$ cat src/rtl/i2c_dual_pkg.sv
// Shared types for the dual-space I2C target.
// Assumes: only the target modules import it.
package i2c_dual_pkg;

    typedef enum logic [3:0] {
        ST_IDLE,
        ST_DEVID,
        ST_ACK_ID,
        ST_ADDR,
        ST_ACK_ADR,
        ST_WDATA,
        ST_ACK_DAT,
        ST_RDATA,
        ST_RACK,
        ST_IGNORE
    } tgt_state_e;

    typedef enum logic {
        SP_MEM = 1'b0,
        SP_REG = 1'b1
    } space_e;

endpackage

$ cat src/rtl/i2c_dual_sync.sv
// Synchronises SCL/SDA to clk and flags SCL edges and Start/Stop conditions.
// Assumes: clk is at least ~8x faster than SCL; lines idle high.
module i2c_dual_sync #(
    parameter int SYNC_STAGES = 2
) (
    input  logic clk,
    input  logic rst_n,
    input  logic scl_i,
    input  logic sda_i,
    output logic scl_hi,
    output logic sda_s,
    output logic scl_rise,
    output logic scl_fall,
    output logic start_det,
    output logic stop_det
);
    logic [SYNC_STAGES-1:0] scl_chain;
    logic [SYNC_STAGES-1:0] sda_chain;
    logic                   scl_p;
    logic                   sda_p;

    // Shift the raw lines through the synchroniser chains and keep last values.
    always_ff @(posedge clk) begin
        if (!rst_n) begin
            scl_chain <= '1;
            sda_chain <= '1;
            scl_p     <= 1'b1;
            sda_p     <= 1'b1;
        end else begin
            scl_chain <= {scl_chain[SYNC_STAGES-2:0], scl_i};
            sda_chain <= {sda_chain[SYNC_STAGES-2:0], sda_i};
            scl_p     <= scl_chain[SYNC_STAGES-1];
            sda_p     <= sda_chain[SYNC_STAGES-1];
        end
    end

    // Edge and bus-condition decode from the synchronised samples.
    always_comb begin
        scl_hi    = scl_chain[SYNC_STAGES-1];
        sda_s     = sda_chain[SYNC_STAGES-1];
        scl_rise  = scl_hi & ~scl_p;
        scl_fall  = ~scl_hi & scl_p;
        start_det = scl_hi & scl_p & sda_p & ~sda_s;
        stop_det  = scl_hi & scl_p & ~sda_p & sda_s;
    end
endmodule

$ cat src/rtl/i2c_dual_ptr.sv
// Holds the two independent address pointers (memory and register space).
// Assumes: 8 < MEM_AW <= 16, REG_AW <= 8; one load or increment per space per clock.
module i2c_dual_ptr #(
    parameter int MEM_AW = 11,
    parameter int REG_AW = 8
) (
    input  logic              clk,
    input  logic              rst_n,
    input  logic              ld_hi,
    input  logic              ld_lo,
    input  logic              ld_reg,
    input  logic              inc_mem,
    input  logic              inc_reg,
    input  logic [7:0]        byte_in,
    output logic [MEM_AW-1:0] mem_ptr,
    output logic [REG_AW-1:0] reg_ptr
);
    localparam int HI_W = MEM_AW - 8;

    // Memory pointer: high byte, low byte, or +1 with natural wrap.
    always_ff @(posedge clk) begin
        if (!rst_n)       mem_ptr <= '0;
        else if (ld_hi)   mem_ptr <= {byte_in[HI_W-1:0], mem_ptr[7:0]};
        else if (ld_lo)   mem_ptr <= {mem_ptr[MEM_AW-1:8], byte_in};
        else if (inc_mem) mem_ptr <= mem_ptr + 1'b1;
    end

    // Register pointer: single-byte load or +1.
    always_ff @(posedge clk) begin
        if (!rst_n)       reg_ptr <= '0;
        else if (ld_reg)  reg_ptr <= byte_in[REG_AW-1:0];
        else if (inc_reg) reg_ptr <= reg_ptr + 1'b1;
    end

    // Register-space activity must leave the memory pointer alone.
    assert_reg_keeps_mem_R3: assert property (@(posedge clk) disable iff (!rst_n)
        (!ld_hi && !ld_lo && !inc_mem) |=> $stable(mem_ptr));

    // Memory-space activity must leave the register pointer alone.
    assert_mem_keeps_reg_R3: assert property (@(posedge clk) disable iff (!rst_n)
        (!ld_reg && !inc_reg) |=> $stable(reg_ptr));

    // Advancing from the last location lands on location 0.
    assert_mem_wrap_R6: assert property (@(posedge clk) disable iff (!rst_n)
        (inc_mem && !ld_hi && !ld_lo && (&mem_ptr)) |=> (mem_ptr == '0));
endmodule

$ cat src/rtl/i2c_dual_fsm.sv
// Bit/byte protocol engine: ID match, address phase, write data, read data, acks.
// Assumes: edge/condition flags from i2c_dual_sync; read data valid two clocks after acc_rd is set.
module i2c_dual_fsm
    import i2c_dual_pkg::*;
#(
    parameter logic [6:0] MEM_ID = 7'h50,
    parameter logic [6:0] REG_ID = 7'h68
) (
    input  logic       clk,
    input  logic       rst_n,
    input  logic       scl_hi,
    input  logic       sda_s,
    input  logic       scl_rise,
    input  logic       scl_fall,
    input  logic       start_det,
    input  logic       stop_det,
    input  logic [7:0] rd_data,
    output logic       sda_oe,
    output space_e     space,
    output logic       acc_rd,
    output logic       acc_wr,
    output logic       ld_hi,
    output logic       ld_lo,
    output logic       ld_reg,
    output logic [7:0] byte_q
);
    tgt_state_e state;
    logic [3:0] bitcnt;
    logic [7:0] shreg;
    logic [7:0] tx;
    logic       rw;
    logic       addr_last;
    logic       ack_ok;
    logic       rd_pend;

    // Protocol sequencer: reacts to Stop, Start, SCL rise (sample) and SCL fall (drive).
    always_ff @(posedge clk) begin
        if (!rst_n) begin
            state     <= ST_IDLE;
            bitcnt    <= '0;
            shreg     <= '0;
            tx        <= '0;
            rw        <= 1'b0;
            addr_last <= 1'b0;
            ack_ok    <= 1'b0;
            rd_pend   <= 1'b0;
            sda_oe    <= 1'b0;
            space     <= SP_MEM;
            acc_rd    <= 1'b0;
            acc_wr    <= 1'b0;
            ld_hi     <= 1'b0;
            ld_lo     <= 1'b0;
            ld_reg    <= 1'b0;
            byte_q    <= '0;
        end else begin
            acc_rd  <= 1'b0;
            acc_wr  <= 1'b0;
            ld_hi   <= 1'b0;
            ld_lo   <= 1'b0;
            ld_reg  <= 1'b0;
            rd_pend <= acc_rd;
            if (rd_pend) tx <= rd_data;
            if (stop_det) begin
                state  <= ST_IDLE;
                sda_oe <= 1'b0;
            end else if (start_det) begin
                state  <= ST_DEVID;
                bitcnt <= '0;
                sda_oe <= 1'b0;
            end else if (scl_rise) begin
                case (state)
                    ST_DEVID, ST_ADDR, ST_WDATA: begin
                        if (bitcnt != 4'd8) begin
                            shreg  <= {shreg[6:0], sda_s};
                            bitcnt <= bitcnt + 4'd1;
                        end
                    end
                    ST_RACK: begin
                        ack_ok <= ~sda_s;
                        acc_rd <= ~sda_s;
                    end
                    default: ;
                endcase
            end else if (scl_fall) begin
                case (state)
                    ST_DEVID: begin
                        if (bitcnt == 4'd8) begin
                            if (shreg[7:1] == MEM_ID || shreg[7:1] == REG_ID) begin
                                space  <= (shreg[7:1] == MEM_ID) ? SP_MEM : SP_REG;
                                rw     <= shreg[0];
                                acc_rd <= shreg[0];
                                sda_oe <= 1'b1;
                                state  <= ST_ACK_ID;
                            end else begin
                                state <= ST_IGNORE;
                            end
                        end
                    end
                    ST_ADDR: begin
                        if (bitcnt == 4'd8) begin
                            sda_oe <= 1'b1;
                            state  <= ST_ACK_ADR;
                        end
                    end
                    ST_WDATA: begin
                        if (bitcnt == 4'd8) begin
                            sda_oe <= 1'b1;
                            state  <= ST_ACK_DAT;
                        end
                    end
                    ST_ACK_ID: begin
                        bitcnt    <= '0;
                        addr_last <= (space == SP_REG);
                        sda_oe    <= rw & ~tx[7];
                        state     <= rw ? ST_RDATA : ST_ADDR;
                    end
                    ST_ACK_ADR: begin
                        bitcnt <= '0;
                        sda_oe <= 1'b0;
                        byte_q <= shreg;
                        if (addr_last) begin
                            ld_lo  <= (space == SP_MEM);
                            ld_reg <= (space == SP_REG);
                            state  <= ST_WDATA;
                        end else begin
                            ld_hi     <= 1'b1;
                            addr_last <= 1'b1;
                            state     <= ST_ADDR;
                        end
                    end
                    ST_ACK_DAT: begin
                        bitcnt <= '0;
                        sda_oe <= 1'b0;
                        byte_q <= shreg;
                        acc_wr <= 1'b1;
                        state  <= ST_WDATA;
                    end
                    ST_RDATA: begin
                        if (bitcnt == 4'd7) begin
                            sda_oe <= 1'b0;
                            state  <= ST_RACK;
                        end else begin
                            sda_oe <= ~tx[6];
                            tx     <= {tx[6:0], 1'b0};
                            bitcnt <= bitcnt + 4'd1;
                        end
                    end
                    ST_RACK: begin
                        bitcnt <= '0;
                        sda_oe <= ack_ok & ~tx[7];
                        state  <= ack_ok ? ST_RDATA : ST_IGNORE;
                    end
                    default: ;
                endcase
            end
        end
    end

    // The SDA drive may only move while SCL is low.
    assert_oe_moves_low_R10: assert property (@(posedge clk) disable iff (!rst_n)
        !$stable(sda_oe) |-> !scl_hi);

    // A Stop always leaves SDA released.
    assert_stop_releases_R8: assert property (@(posedge clk) disable iff (!rst_n)
        stop_det |=> !sda_oe);

    // An unmatched or finished transfer never pulls SDA.
    assert_ignore_silent_R7: assert property (@(posedge clk) disable iff (!rst_n)
        (state == ST_IGNORE) |-> !sda_oe);

    // Data is only stored during a write-mode transfer.
    assert_no_write_in_read_R5: assert property (@(posedge clk) disable iff (!rst_n)
        acc_wr |-> !rw);
endmodule

$ cat src/rtl/i2c_dual_target.sv
// Top: dual-ID I2C target with separate memory and register ports and pointers.
// Assumes: external storage answers a read strobe with data on the next clock.
module i2c_dual_target
    import i2c_dual_pkg::*;
#(
    parameter int         MEM_AW      = 11,
    parameter int         REG_AW      = 8,
    parameter int         SYNC_STAGES = 2,
    parameter logic [6:0] MEM_ID      = 7'h50,
    parameter logic [6:0] REG_ID      = 7'h68
) (
    input  logic              clk,
    input  logic              rst_n,
    input  logic              scl_i,
    input  logic              sda_i,
    output logic              sda_oe,
    output logic              mem_re,
    output logic              mem_we,
    output logic [MEM_AW-1:0] mem_addr,
    output logic [7:0]        mem_wdata,
    input  logic [7:0]        mem_rdata,
    output logic              reg_re,
    output logic              reg_we,
    output logic [REG_AW-1:0] reg_addr,
    output logic [7:0]        reg_wdata,
    input  logic [7:0]        reg_rdata
);
    logic       scl_hi, sda_s, scl_rise, scl_fall, start_det, stop_det;
    logic       acc_rd, acc_wr, ld_hi, ld_lo, ld_reg;
    logic [7:0] byte_q;
    logic [7:0] rd_data;
    space_e     space;

    i2c_dual_sync #(.SYNC_STAGES(SYNC_STAGES)) u_sync (
        .clk(clk), .rst_n(rst_n), .scl_i(scl_i), .sda_i(sda_i),
        .scl_hi(scl_hi), .sda_s(sda_s), .scl_rise(scl_rise), .scl_fall(scl_fall),
        .start_det(start_det), .stop_det(stop_det)
    );

    i2c_dual_fsm #(.MEM_ID(MEM_ID), .REG_ID(REG_ID)) u_fsm (
        .clk(clk), .rst_n(rst_n), .scl_hi(scl_hi), .sda_s(sda_s),
        .scl_rise(scl_rise), .scl_fall(scl_fall), .start_det(start_det),
        .stop_det(stop_det), .rd_data(rd_data), .sda_oe(sda_oe), .space(space),
        .acc_rd(acc_rd), .acc_wr(acc_wr), .ld_hi(ld_hi), .ld_lo(ld_lo),
        .ld_reg(ld_reg), .byte_q(byte_q)
    );

    i2c_dual_ptr #(.MEM_AW(MEM_AW), .REG_AW(REG_AW)) u_ptr (
        .clk(clk), .rst_n(rst_n), .ld_hi(ld_hi), .ld_lo(ld_lo), .ld_reg(ld_reg),
        .inc_mem((acc_rd | acc_wr) & (space == SP_MEM)),
        .inc_reg((acc_rd | acc_wr) & (space == SP_REG)),
        .byte_in(byte_q), .mem_ptr(mem_addr), .reg_ptr(reg_addr)
    );

    // Route access strobes and data to the space selected by the last matched ID.
    always_comb begin
        mem_re    = acc_rd & (space == SP_MEM);
        mem_we    = acc_wr & (space == SP_MEM);
        reg_re    = acc_rd & (space == SP_REG);
        reg_we    = acc_wr & (space == SP_REG);
        mem_wdata = byte_q;
        reg_wdata = byte_q;
        rd_data   = (space == SP_MEM) ? mem_rdata : reg_rdata;
    end

    // Only one space is touched per clock.
    assert_one_space_R3: assert property (@(posedge clk) disable iff (!rst_n)
        !((mem_re || mem_we) && (reg_re || reg_we)));
endmodule

$ cat config.mk
export PLATFORM = sky130hd
export DESIGN_NAME = i2c_dual_target
export DESIGN_NICKNAME = d
export VERILOG_FILES = /design/src/rtl/i2c_dual_pkg.sv /design/src/rtl/i2c_dual_sync.sv /design/src/rtl/i2c_dual_ptr.sv /design/src/rtl/i2c_dual_fsm.sv /design/src/rtl/i2c_dual_target.sv
export SDC_FILE = /design/constraint.sdc
export NUM_CORES = 1
export LEC_CHECK = 0
export ABC_AREA = 1
export BUFFER_PORTS_ARGS = -buffer_cell sky130_fd_sc_hd__buf_2
export CORE_MARGIN = 3
export CORE_UTILIZATION = 35
export CTS_BUF_LIST = sky130_fd_sc_hd__clkbuf_8
export DETAILED_ROUTE_END_ITERATION = 12
export PLACE_DENSITY_LB_ADDON = 0.3
export SYNTH_ARGS = -nofsm -noshare
export SYNTH_HDL_FRONTEND = slang
export SYNTH_SLANG_ARGS = --single-unit
$ cat constraint.sdc
create_clock -name clk -period 4.5 [get_ports clk]
set_clock_uncertainty 0.2 [all_clocks]
set_input_delay 0.9 -clock clk [delete_from_list [all_inputs] [get_ports clk]]
set_output_delay 0.9 -clock clk [all_outputs]
set_load 0.01 [all_outputs]
* After elaboration in Yosys (flattened, before gate mapping)
Index checks and enable logic that the tools add are counted.
Operators by class: mux-type cells 47, bitwise logic cells 31, equality and inequality tests 28, reduce and logical (&&, ||, !) cells 31, add/sub/neg operators 3
Operators with widths (number):
- 2-to-1 mux 8 bit | 10
- 2-to-1 mux 4 bit | 12
- 2-to-1 mux 11 bit | 3
- one-hot mux 4 bit (8 select lines) | 1
- AND reduction 7 bit | 3
- equality test 4 x 3 -> 1 bit (second input constant) | 5
- 2-to-1 mux 1 bit | 16
- != test 2 x 1 -> 1 bit (second input constant) | 8
- AND 1 bit | 15
- NOT 1 bit | 15
- AND reduction 5 bit | 3
- equality test 7 bit (second input constant) | 2
- != test 3 x 2 -> 1 bit (second input constant) | 4
- AND reduction 6 bit | 2
- adder 11 x 1 -> 11 bit (second input constant) | 1
- nonzero test 2 bit | 5
- nonzero test 9 bit | 1
- adder 8 x 1 -> 8 bit (second input constant) | 1
- equality test 4 x 2 -> 1 bit (second input constant) | 2
- equality test 4 bit (second input constant) | 2
- != test 4 bit (second input constant) | 2
- one-hot mux 4 bit (2 select lines) | 1
- nonzero test 8 bit | 1
- OR reduction 7 bit | 1
- 18 further kinds | 24
Storage, ports and cells: register bits after elaboration 68, logic and storage cells 164, output and inout bits 40

* Logic depth before layout (Yosys ltp)
depth after elaboration 8, gate-level depth with buffers 11

* By module
A second synthesis with hierarchy kept.
Unflattened totals: cell total of the unflattened synthesis 563, area total of the unflattened synthesis 3714.8 um2
Modules (own cells, without submodules):
- i2c_dual_fsm | cells each 310, seq. area each 860.8 um2, area each 2118.3 um2, times used 1
- i2c_dual_ptr | cells each 182, seq. area each 380.4 um2, area each 1189.9 um2, times used 1
- i2c_dual_target | cells each 44, seq. area each 0.0 um2, area each 207.7 um2, times used 1
- i2c_dual_sync | cells each 27, seq. area each 120.1 um2, area each 198.9 um2, times used 1

* Least setup slack after synthesis
Ideal clock, no wire load.
path type input to register, start input rst_n, end register u_fsm.state[2], data arrival time 1594 ps, setup slack 2642 ps, stages on the path 7, buffers on the path 1, cell sequence buf_2 > inv_1 > a21oi_1 > nand2_1 > inv_1 > o21ai_0 > nor2_1
On the way: longest elaborated chain between the ends 2
RTL lines:
- from (decl) | line i2c_dual_target.sv:13 | input logic rst_n,
- NOT 1 bit (no line)
- OR reduction 3 bit (no line)
- to (signal assigned) | line i2c_dual_fsm.sv:115 | state <= rw ? ST_RDATA : ST_ADDR;
- to (signal assigned) | line i2c_dual_fsm.sv:151 | state <= ack_ok ? ST_RDATA : ST_IGNORE;
- to (decl) | line i2c_dual_fsm.sv:27 | tgt_state_e state;
No other way between the ends. A chain may end at the register's enable or synchronous reset.

* Worst setup path in the final report
start register u_fsm.space, end output reg_re
On the way: longest elaborated chain between the ends 1
RTL lines:
- from (decl) | line i2c_dual_fsm.sv:19 | output space_e space,
- from (signal assigned) | line i2c_dual_fsm.sv:89 | space <= (shreg[7:1] == MEM_ID) ? SP_MEM : SP_REG;
- AND 1 bit | line i2c_dual_target.sv:59 | reg_re = acc_rd & (space == SP_REG);
- to (decl) | line i2c_dual_target.sv:22 | output logic reg_re,
No other way between the ends.

==> flow_metrics.py <==
metrics = {
    "floorplan": {
        "io_pins": 60,
        "core-area_um2": 10000,
        "die_height_um": 108.3,
        "die-area_um2": 11740,
        "initial_core_util_pct": 36.66,
        "dieWidth_um": 108.3,
        "rows": 36,
    },
    "critical_path": {
        "critPathArrivalTime_ps": 1360,
        "worst-path-buf-inv": 2,
        "reg2reg_depth": 7,
        "cp-end-kind": "primary output",
        "timing.critical_path.slowest_stage_cell": "dfxtp_1",
        "critPathKind": "reg2out",
        "cpPeakStageDelay_ps": 640,
        "path_max_fanout": 15,
        "r2r-start": "u_fsm.space",
        "cp_top_family": "flip-flops",
        "timing.rr.end": "u_ptr.mem_ptr[1]",
        "cp_cell_sequence": "nand2_1 > inv_1 > buf_2",
        "regToRegSetupSlack_ps": 2350,
        "required_ps": 3400,
        "cp-start-kind": "flop",
    },
    "yosys": {
        "ys.flop_type": "dfxtp_1",
        "ys_ff_latch": 68,
        "synth.distinct_cells": 32,
        "syn_area_um2": 3666,
        "ys_seq_area_share_pct": 37.13,
        "synth.avg_cell_area_um2": 6.840,
        "netlist_instances": 536,
        "synth_edf_count": 0,
        "postSynth.asyncResetShare_pct": 0,
        "yosys_warnings": 0,
        "synth_fp_nets": 560,
    },
    "cts": {
        "max-clock-path-buffers": 2,
        "ctsHoldBuffers": 0,
        "cts_tree": "yes",
        "clkSinkCount": 68,
        "htree_levels": 3,
        "post_cts_resize_count": 0,
        "root_buffer": "clkbuf_8",
        "clk_pin_slew_worst_paths_ps": 70,
        "clk_latency_ps": 350,
        "cts-buffers-inserted": 9,
        "post_cts.repair.setup_buffers": 0,
    },
    "drt": {
        "first_pass_iters": 5,
        "drc_errors": 0,
        "ant_nets": 0,
        "wirelength_mm": 8.959,
        "avgViaCountPerCell": 4.931,
        "vias": 3560,
        "wire_per_inst_um": 12.41,
        "first_iter_violations": 234,
    },
    "global_routing": {
        "met3_usage_pct": 3.045,
        "grt_pass1_wl_mm": 15.01,
        "track_usage_pct": 15.82,
        "grt_overflow_total": 0,
        "use_met1_pct": 21.79,
        "antenna_found_initial": 0,
        "grt_pass1_vias": 3195,
        "use_met2_pct": 24.47,
        "grt_busiest_layer": "met2",
        "grt_max_degree": 47,
    },
    "finish": {
        "multi_input_comb_area_um2": 1937,
        "fin_nets": 608,
        "top_register": "u_ptr.mem_ptr",
        "final_common_cell": "nand2_1",
        "syn2layout_area_growth_pct": 15.60,
        "largest_reg_flops": 11,
        "drive_above_1_share_pct": 21.22,
        "fin_area_um2": 4238,
        "n_fill_cell": 1057,
        "final_cell_mix": "nand2_1 (111), dfxtp_1 (68), buf_2 (59), o21ai_0 (58), nor2_1 (56)",
        "ff_latch_area_um2": 1361,
        "diodes": 0,
    },
    "placed_design": {
        "place_congestion": 0.8719,
        "placed_cell_area_um2": 3989,
        "dpl.hpwl_mm": 6.495,
        "portBuffers": 59,
    },
    "sta": {
        "fmax_mhz": 406.8,
        "fin_crit_ps": 2458,
        "relSlewSlack_pct": 65.93,
        "rsz0062_at_grt": "false",
        "slew_violations": 0,
        "hold_violations": 0,
        "tightest_slew_ps": 510.4,
        "finalCritPeriodShare_pct": 54.63,
        "final.setup.tns_ps": 0,
        "finalSetupViolations": 0,
    },
    "power": {
        "combPwrFrac_pct": 4.5,
        "p_int_mw": 1.011,
        "switching_share_pct": 21.82,
        "finalPower_mw": 1.293,
        "switchingPower_mw": 0.2822,
        "seqPwrFrac_pct": 47.2,
        "power.density_nw_per_um2": 305.1,
        "clock_power_share_pct": 48.3,
        "ir_drop_mv": 0.1183,
        "power.leakage_nw": 1.921,
    },
    "hold_path": {
        "hp-class": "reg2reg",
        "worstHoldPathCells": 1,
        "worstHoldStart": "u_sync.scl_chain[0]",
        "hold_path_end": "u_sync.scl_chain[1]",
    },
    "flow_run": {
        "maxCapViolations": 0,
    },
    "run_status": {
        "status": "finished, final reports clean",
    },
}
## synthesized netlist by cell type (9+ instances only)
| library cell | number | share of area (%) |
|---|---|---|
| nor3_1 | 9 | 1.2 |
| inv_1 | 49 | 5.0 |
| inv_2 | 10 | 1.0 |
| buf_4 | 9 | 1.8 |
| dfxtp_1 | 68 | 37 |
| a21oi_1 | 45 | 6.1 |
| nand2_1 | 111 | 11 |
| nor2_1 | 56 | 5.7 |
| nand3_1 | 32 | 4.4 |
| o21ai_0 | 58 | 7.9 |
| nor2_2 | 10 | 1.7 |
## power by group through the flow
stage / clock (mW) / combinational (mW) / sequential (mW)
after floorplan: 0 / 0.0428 / 0.623
after global placement: 0 / 0.0577 / 0.624
after detailed placement: 0 / 0.0588 / 0.624
after CTS: 0.639 / 0.0592 / 0.610
after global routing: 0.664 / 0.0669 / 0.611
final: 0.624 / 0.0588 / 0.610
## logic make-up after synthesis
kind of cell,Yosys count,synth area share [%]
buf+inv,82,10.03
fa+ha+maj,4,1.365
compound gates,121,17.30
simple gates,257,33.21
flops,68,37.13
xor+xnor,4,0.9555
## metrics by stage
stage | utilization [%] | hold WS [ps] | cells | worst slack [ps]
after floorplan | - | 192.5 | 536 | 2642
after global placement | 39.89 | 193.0 | 706 | 1890
after detailed placement | 39.89 | 200.1 | 706 | 1798
after CTS | 42.38 | 218.4 | 722 | 2018
after global routing | 42.38 | 229.6 | 722 | 1943
final | 42.38 | 215.3 | 722 | 2042
## per-layer routing
layer  wire (um)  vias up  share of wire [%]
met2        4034       92                 45
met5           0        -                  0
met3         481       10                5.4
li1            -     1843                  -
met4         122        0                1.4
met1        4321     1615                 48
## worst max path at each step
stage / from / slack, ps / cells after the start / endpoint
global route: u_fsm.space / 1940 / 3 / reg_we
detailed placement: rst_n / 1800 / 8 / u_fsm.state[2]
floorplan: rst_n / 2640 / 7 / u_fsm.state[2]
finish: u_fsm.space / 2040 / 3 / reg_re
global placement: rst_n / 1890 / 8 / u_fsm.state[2]
CTS: u_fsm.space / 2020 / 3 / reg_re
## final cells by class
type | count | area share, %
tap | 133 | 3.927
inverter | 59 | 5.226
clock buffer | 10 | 3.248
clock inverter | 6 | 2.628
multi-input combinational | 386 | 45.70
timing repair buffer | 60 | 7.145
sequential | 68 | 32.12
Power figures use the tool's default switching activity.
